[src/rtl/rtg_pkg.sv]
package rtg_pkg;
  localparam int unsigned HCW = 12;
  localparam int unsigned VCW = 11;

  typedef struct packed {
    logic [HCW-1:0] hact;
    logic [HCW-1:0] htot;
    logic [HCW-1:0] hs_start;
    logic [HCW-1:0] hs_end;
    logic [VCW-1:0] vact;
    logic [VCW-1:0] vtot;
    logic [VCW-1:0] vs_start;
    logic [VCW-1:0] vs_end;
    logic           hs_inv;
    logic           vs_inv;
    logic           cs_inv;
    logic           ilace;
  } mode_t;

  // lines in the current field: the long field carries one extra line
  function automatic logic [VCW-1:0] field_lines(logic [VCW-1:0] vtot, logic long_f);
    return vtot + {{(VCW-1){1'b0}}, long_f};
  endfunction

  // line index shifted by one in the long field
  function automatic logic [VCW-1:0] field_line(logic [VCW-1:0] ln, logic long_f);
    return ln + {{(VCW-1){1'b0}}, long_f};
  endfunction

  // pixel at which vertical sync changes: half a line earlier in the long field
  function automatic logic [HCW-1:0] vs_pixel(logic [HCW-1:0] hs_start,
                                              logic [HCW-1:0] htot, logic long_f);
    return long_f ? hs_start - (htot >> 1) : hs_start;
  endfunction

  // raster position (v,h) is at or after (vl,hp)
  function automatic logic at_or_after(logic [VCW-1:0] v, logic [HCW-1:0] h,
                                       logic [VCW-1:0] vl, logic [HCW-1:0] hp);
    return (v > vl) || ((v == vl) && (h >= hp));
  endfunction
endpackage

[src/rtl/rtg_mode_hold.sv]
module rtg_mode_hold
  import rtg_pkg::*;
(
  input  logic  clk,
  input  logic  rst,
  input  mode_t cfg,
  input  logic  frame_end,
  output mode_t cur,
  output logic  field,
  output logic  long_f
);
  always_ff @(posedge clk) begin
    if (rst) begin
      cur   <= cfg;
      field <= 1'b0;
    end else if (frame_end) begin
      cur   <= cfg;
      field <= cfg.ilace ? ~field : 1'b0;
    end
  end

  assign long_f = cur.ilace & ~field;

  // working mode only moves at a frame boundary
  a_r8_mode_held: assert property (@(posedge clk) disable iff (rst)
    !frame_end |=> $stable(cur));
  // progressive keeps field at 0
  a_r6_prog_field: assert property (@(posedge clk) disable iff (rst)
    !cur.ilace |-> !field);
  // interlaced boundary flips the field
  a_r6_field_flip: assert property (@(posedge clk) disable iff (rst)
    (frame_end && cfg.ilace) |=> (field != $past(field)));
endmodule

[src/rtl/rtg_raster_cnt.sv]
module rtg_raster_cnt #(
  parameter int unsigned HW = 12,
  parameter int unsigned VW = 11
) (
  input  logic          clk,
  input  logic          rst,
  input  logic [HW-1:0] htot,
  input  logic [VW-1:0] vlines,
  output logic [HW-1:0] hcount,
  output logic [VW-1:0] vcount,
  output logic          line_end,
  output logic          frame_end
);
  localparam logic [HW-1:0] H_ONE = 1;
  localparam logic [VW-1:0] V_ONE = 1;

  assign line_end  = (hcount == htot - H_ONE);
  assign frame_end = line_end && (vcount == vlines - V_ONE);

  always_ff @(posedge clk) begin
    if (rst) begin
      hcount <= '0;
      vcount <= '0;
    end else begin
      hcount <= line_end ? '0 : hcount + H_ONE;
      if (line_end) vcount <= frame_end ? '0 : vcount + V_ONE;
    end
  end

  // pixel counter steps and wraps
  a_r1_h_wrap: assert property (@(posedge clk) disable iff (rst)
    line_end |=> (hcount == '0));
  a_r1_h_step: assert property (@(posedge clk) disable iff (rst)
    !line_end |=> (hcount == $past(hcount) + H_ONE));
  // line counter holds inside a line and clears at frame end
  a_r1_v_hold: assert property (@(posedge clk) disable iff (rst)
    !line_end |=> $stable(vcount));
  a_r1_v_wrap: assert property (@(posedge clk) disable iff (rst)
    frame_end |=> (vcount == '0));
endmodule

[src/rtl/rtg_sync_decode.sv]
module rtg_sync_decode #(
  parameter int unsigned HW = 12,
  parameter int unsigned VW = 11
) (
  input  logic [HW-1:0] hcount,
  input  logic [VW-1:0] vcount,
  input  logic [HW-1:0] hact,
  input  logic [VW-1:0] vact,
  input  logic [HW-1:0] hs_start,
  input  logic [HW-1:0] hs_end,
  input  logic [VW-1:0] vs_line0,
  input  logic [VW-1:0] vs_line1,
  input  logic [HW-1:0] vs_hpos,
  input  logic          hs_inv,
  input  logic          vs_inv,
  input  logic          cs_inv,
  output logic          hs_raw,
  output logic          vs_raw,
  output logic          hsync,
  output logic          vsync,
  output logic          csync,
  output logic          de
);
  import rtg_pkg::at_or_after;

  always_comb begin
    hs_raw = (hcount >= hs_start) && (hcount < hs_end);
    vs_raw = at_or_after(vcount, hcount, vs_line0, vs_hpos) &&
             !at_or_after(vcount, hcount, vs_line1, vs_hpos);
    de     = (hcount < hact) && (vcount < vact);
    hsync  = hs_raw ^ hs_inv;
    vsync  = vs_raw ^ vs_inv;
    csync  = (hs_raw | vs_raw) ^ cs_inv;
  end
endmodule

[src/rtl/raster_timing_gen.sv]
module raster_timing_gen
  import rtg_pkg::*;
(
  input  logic           clk,
  input  logic           rst,
  input  logic [HCW-1:0] cfg_hact,
  input  logic [HCW-1:0] cfg_htot,
  input  logic [HCW-1:0] cfg_hs_start,
  input  logic [HCW-1:0] cfg_hs_end,
  input  logic [VCW-1:0] cfg_vact,
  input  logic [VCW-1:0] cfg_vtot,
  input  logic [VCW-1:0] cfg_vs_start,
  input  logic [VCW-1:0] cfg_vs_end,
  input  logic           cfg_hs_inv,
  input  logic           cfg_vs_inv,
  input  logic           cfg_cs_inv,
  input  logic           cfg_ilace,
  output logic           hsync,
  output logic           vsync,
  output logic           csync,
  output logic           de,
  output logic           field,
  output logic           frame_start,
  output logic [HCW-1:0] hcount,
  output logic [VCW-1:0] vcount
);
  mode_t          cfg_in;
  mode_t          cur;
  logic           long_f;
  logic           line_end;
  logic           frame_end;
  logic           hs_raw;
  logic           vs_raw;
  logic [VCW-1:0] vlines;
  logic [VCW-1:0] vs_line0;
  logic [VCW-1:0] vs_line1;
  logic [HCW-1:0] vs_hpos;

  assign cfg_in = '{hact: cfg_hact, htot: cfg_htot, hs_start: cfg_hs_start,
                    hs_end: cfg_hs_end, vact: cfg_vact, vtot: cfg_vtot,
                    vs_start: cfg_vs_start, vs_end: cfg_vs_end,
                    hs_inv: cfg_hs_inv, vs_inv: cfg_vs_inv,
                    cs_inv: cfg_cs_inv, ilace: cfg_ilace};

  rtg_mode_hold u_mode (
    .clk(clk), .rst(rst), .cfg(cfg_in), .frame_end(frame_end),
    .cur(cur), .field(field), .long_f(long_f)
  );

  assign vlines   = field_lines(cur.vtot, long_f);
  assign vs_line0 = field_line(cur.vs_start, long_f);
  assign vs_line1 = field_line(cur.vs_end, long_f);
  assign vs_hpos  = vs_pixel(cur.hs_start, cur.htot, long_f);

  rtg_raster_cnt #(.HW(HCW), .VW(VCW)) u_cnt (
    .clk(clk), .rst(rst), .htot(cur.htot), .vlines(vlines),
    .hcount(hcount), .vcount(vcount), .line_end(line_end), .frame_end(frame_end)
  );

  rtg_sync_decode #(.HW(HCW), .VW(VCW)) u_dec (
    .hcount(hcount), .vcount(vcount), .hact(cur.hact), .vact(cur.vact),
    .hs_start(cur.hs_start), .hs_end(cur.hs_end),
    .vs_line0(vs_line0), .vs_line1(vs_line1), .vs_hpos(vs_hpos),
    .hs_inv(cur.hs_inv), .vs_inv(cur.vs_inv), .cs_inv(cur.cs_inv),
    .hs_raw(hs_raw), .vs_raw(vs_raw),
    .hsync(hsync), .vsync(vsync), .csync(csync), .de(de)
  );

  assign frame_start = (hcount == '0) && (vcount == '0);

  // vertical sync edges land on the field's sync pixel
  a_r5_vs_rise_pixel: assert property (@(posedge clk) disable iff (rst)
    $rose(vs_raw) |-> (hcount == vs_hpos));
  a_r5_vs_fall_pixel: assert property (@(posedge clk) disable iff (rst)
    $fell(vs_raw) |-> (hcount == vs_hpos));
  // composite sync follows horizontal sync while it is active
  a_r7_cs_follows_hs: assert property (@(posedge clk) disable iff (rst)
    hs_raw |-> (csync == !cur.cs_inv));
endmodule

[config.mk]
export PLATFORM = sky130hd
export DESIGN_NAME = raster_timing_gen
export DESIGN_NICKNAME = d
export VERILOG_FILES = /design/src/rtl/rtg_pkg.sv /design/src/rtl/rtg_mode_hold.sv /design/src/rtl/rtg_raster_cnt.sv /design/src/rtl/rtg_sync_decode.sv /design/src/rtl/raster_timing_gen.sv
export SDC_FILE = /design/constraint.sdc
export NUM_CORES = 1
export LEC_CHECK = 0
export ABC_AREA = 1
export BUFFER_PORTS_ARGS = -buffer_cell sky130_fd_sc_hd__buf_4
export CAP_MARGIN = 20
export CORE_ASPECT_RATIO = 1.5
export CORE_UTILIZATION = 52
export CTS_CLUSTER_SIZE = 24
export DETAILED_ROUTE_END_ITERATION = 7
export PLACE_DENSITY = 0.74
export SLEW_MARGIN = 20
export SYNTH_ARGS = -nofsm -noshare
export SYNTH_HDL_FRONTEND = slang
export SYNTH_SLANG_ARGS = --single-unit
[constraint.sdc]
create_clock -name clk -period 4.64 [get_ports clk]
set_input_delay 0.232 -clock clk [delete_from_list [all_inputs] [get_ports clk]]
set_output_delay 0.232 -clock clk [all_outputs]
set_load 0.05 [all_outputs]
==> impl_metrics.json <==
{
  "rsz0062_at_grt": "no",
  "clockPowerShare_pct": 46.0,
  "utilization_pct": 72.3,
  "cts_buffer_depth": 2,
  "antenna_left": 0,
  "crit_path_frequent_cell": "nand2_1",
  "critical_path_arrival_ns": 3.99,
  "yosysTopAreaCell": "edfxtp_1",
  "p_sw_mw": 0.762,
  "timing.final.crit_share_pct": 90.9,
  "critPathLaunch": "u_mode.cur[75]",
  "multi_input_area_mm2": 0.00426,
  "clock-sinks": 120,
  "wl_per_cell_um": 16.3,
  "die_w_um": 104,
  "grt_antenna_before_repair": 0,
  "synth_edf_count": 96,
  "fillers": 1157,
  "setup_slack_ns": 0.420,
  "fin_hold_ws_ns": 0.0245,
  "start_util_pct": 53.8,
  "grt_use_total_pct": 29.4,
  "yosysMostFrequentCell": "nand2_1",
  "grt_overflow": 0,
  "fin_cells": 1405,
  "drt_iter0_markers": 442,
  "synthDistinctLibCells": 44,
  "r2r_start": "u_mode.cur[0]",
  "hold_viol_final": 0,
  "setup.worst_path.end_class": "primary output",
  "wl_met2_mm": 12.4,
  "p_int_mw": 2.40,
  "clk_pin_slew_ns": 0.06,
  "path_cells": "inv_2 -> ha_1 -> a21oi_1 -> nand2_1 -> a21oi_1 -> o21ai_0 -> a21oi_1 -> xor2_1 -> nand2_1 -> nand2_1 -> ha_1 -> a21oi_1 -> o21ai_0 -> a21oi_1 -> nand3_1 -> nand2_1 -> nand4_1 -> nand2_1 -> nand2_1 -> nand2_1 -> buf_4",
  "crit_path_top_delay_cell": "edfxtp_1",
  "max_freq_mhz": 237,
  "slew_headroom_pct": 59.7,
  "fin_crit_ns": 4.22,
  "ys_async_sr_fraction_pct": 0,
  "hold_path_startpoint": "cfg_ilace",
  "grt_pass1_wl_mm": 36.4,
  "outcome": "complete, no violations",
  "p_per_area_mw_per_mm2": 287,
  "worst_setup_path_start_kind": "flip-flop",
  "die_area_mm2": 0.0162,
  "antennaDiodeCount": 0,
  "drc": 0,
  "min_path_type": "in -> reg",
  "routed_wl_mm": 23.0,
  "clk_latency_ns": 0.43,
  "required_ns": 4.41,
  "dp_hpwl_mm": 15.8,
  "seqCellArea_mm2": 0.00336,
  "seq_area_frac_synth_pct": 41.1,
  "grt_max_degree": 42,
  "setup_viol": 0,
  "finalSetupTns_ns": 0,
  "wl_met1_mm": 8.24,
  "die_h_um": 156,
  "root_buffer": "clkbuf_16",
  "vias": 7499,
  "synth_warnings": 0,
  "io_pins": 127,
  "syn_to_final_growth_pct": 34.3,
  "criticalPathCategory": "reg -> out",
  "syn_area_per_cell_um2": 8.56,
  "dr_wl_met3_mm": 1.18,
  "dp_slack_ns": 0.763,
  "syn-cell-area_mm2": 0.00818,
  "top_layer": "met4",
  "drv_slew": 0,
  "netlist_instances": 956,
  "slowest_delay_ns": 0.49,
  "max_slew.worst_pin.slew_ns": 0.603,
  "synth_top_area_share_pct": 35.2,
  "placedCellCount": 1278,
  "p_sw_share_pct": 24.1,
  "yosys-top-cells-count": "nand2_1 (205), inv_1 (134), ha_1 (100), edfxtp_1 (96), nor2_1 (80)",
  "seqPwrFrac_pct": 39.9,
  "ys_ff_latch": 120,
  "synth.area.top_cells": "edfxtp_1 (35%), ha_1 (15%), nand2_1 (9.4%), inv_1 (6.1%), dfxtp_1 (5.9%)",
  "layout-drive-gt1-share_pct": 16.7,
  "leakagePower_nw": 5.13,
  "core_area_mm2": 0.0152,
  "grt_pass1_vias": 7717,
  "cap_violations": 0,
  "first_pass_iters": 5,
  "synth_nets": 1155,
  "numCtsBuffers": 17,
  "fin_nets": 1392,
  "skew_ns": 0.0100,
  "crit_fanout": 5,
  "ir_drop_mv": 0.226,
  "vias_per_cell": 5.34,
  "combPwrFrac_pct": 14.2,
  "portBuffers": 126,
  "gp_congestion": 0.993,
  "synthFlopType": "edfxtp_1",
  "cts_tree": "done",
  "rows": 55,
  "h-tree-depth": 4
}
[path summary, 6_finish.rpt]
kind                            slack [ns]  cells past startpoint         endpoint
worst max-delay path                  0.42                     21            csync
worst min-delay path                  0.02                      1    u_mode.cur[0]
worst min register to register        0.47                      1  u_cnt.hcount[0]
worst max register to register        1.16                     14   u_mode.cur[50]
[worst max-delay path: cells and delay by family, from the launching register on]
family	cells	cell delay [ns]
AOI/OAI and AO/OA	7	1.22
and+or+nand+nor	9	0.83
adders and majority gates	2	0.52
DFF	1	0.49
buffers and inverters	2	0.35
xor gates and xnor gates	1	0.16
[cells in the final DEF, fill, tap and decap left out, drive strengths merged, types with 4 or more instances in the layout]
cell / Yosys / layout
nor3b: 5 / 5
o21ai: 33 / 33
nand3: 69 / 69
inv: 141 / 141
bufinv: 0 / 5
nand4: 24 / 24
nand2: 214 / 214
nor3: 17 / 17
dlygate4sd3: 0 / 95
edfxtp: 96 / 96
nand3b: 6 / 6
nor4: 4 / 4
nor2: 91 / 91
xnor2: 15 / 15
ha: 100 / 100
dfxtp: 24 / 24
a21oi: 55 / 55
xor2: 30 / 30
buf: 4 / 129
clkbuf: 2 / 19
clkinv: 1 / 7
[sequential cells by signal, summed over array words and instances (netlist names)]
register and flops:
u_cnt.hcount 12, u_mode.cur 96, u_mode.field 1, u_cnt.vcount 11
[power by group through the flow]
stage / registers [mW] / logic, mW / clock network (mW)
2_1_floorplan: 1.28 / 0.229 / 0
3_3_place_gp: 1.28 / 0.364 / 0
3_5_place_dp: 1.28 / 0.369 / 0
4_1_cts: 1.26 / 0.438 / 1.46
5_1_grt: 1.26 / 0.497 / 1.50
6_report: 1.26 / 0.447 / 1.45
[layer usage]
metal	vias up	GRT usage, %
li1	3688	-
met1	3441	29.1
met2	288	55.9
met3	82	5.10
met4	0	19.0
met5	-	0
[metrics by stage]
stage / power [mW] / cell area, um2
floorplan: 1.50 / 8180
global placement: 1.64 / 9390
detailed placement: 1.65 / 9390
CTS: 3.16 / 11000
global route: 3.26 / 11000
finish: 3.16 / 11000
[area by class of cell]
type                    count  share of cell area, %
clock inverters            13                   1.84
multi-input cells         688                   38.8
clock buffers              19                   4.03
well taps                 199                   2.27
inverters                 142                   4.89
repair buffers            224                   17.6
flip-flops and latches    120                   30.6
[kinds of logic (layout without fill, tap and decap cells)]
logic type      after synthesis  after routing  share of synthesized area, %
flops                       120            120                          41.1
compound gates              106            106                          7.01
buf+inv                     148            398                          6.91
xor+xnor                     45             45                          4.82
fa+ha+maj                   101            101                          15.5
simple gates                436            436                          24.6
[timing repair]
action	in CTS	in global routing
hold buffers	95	0
setup buffers	0	0
endpoints found under the hold margin	95	0
gates resized for setup	0	2
endpoints found under the setup margin	0	2
Power figures use the tool's default switching activity.
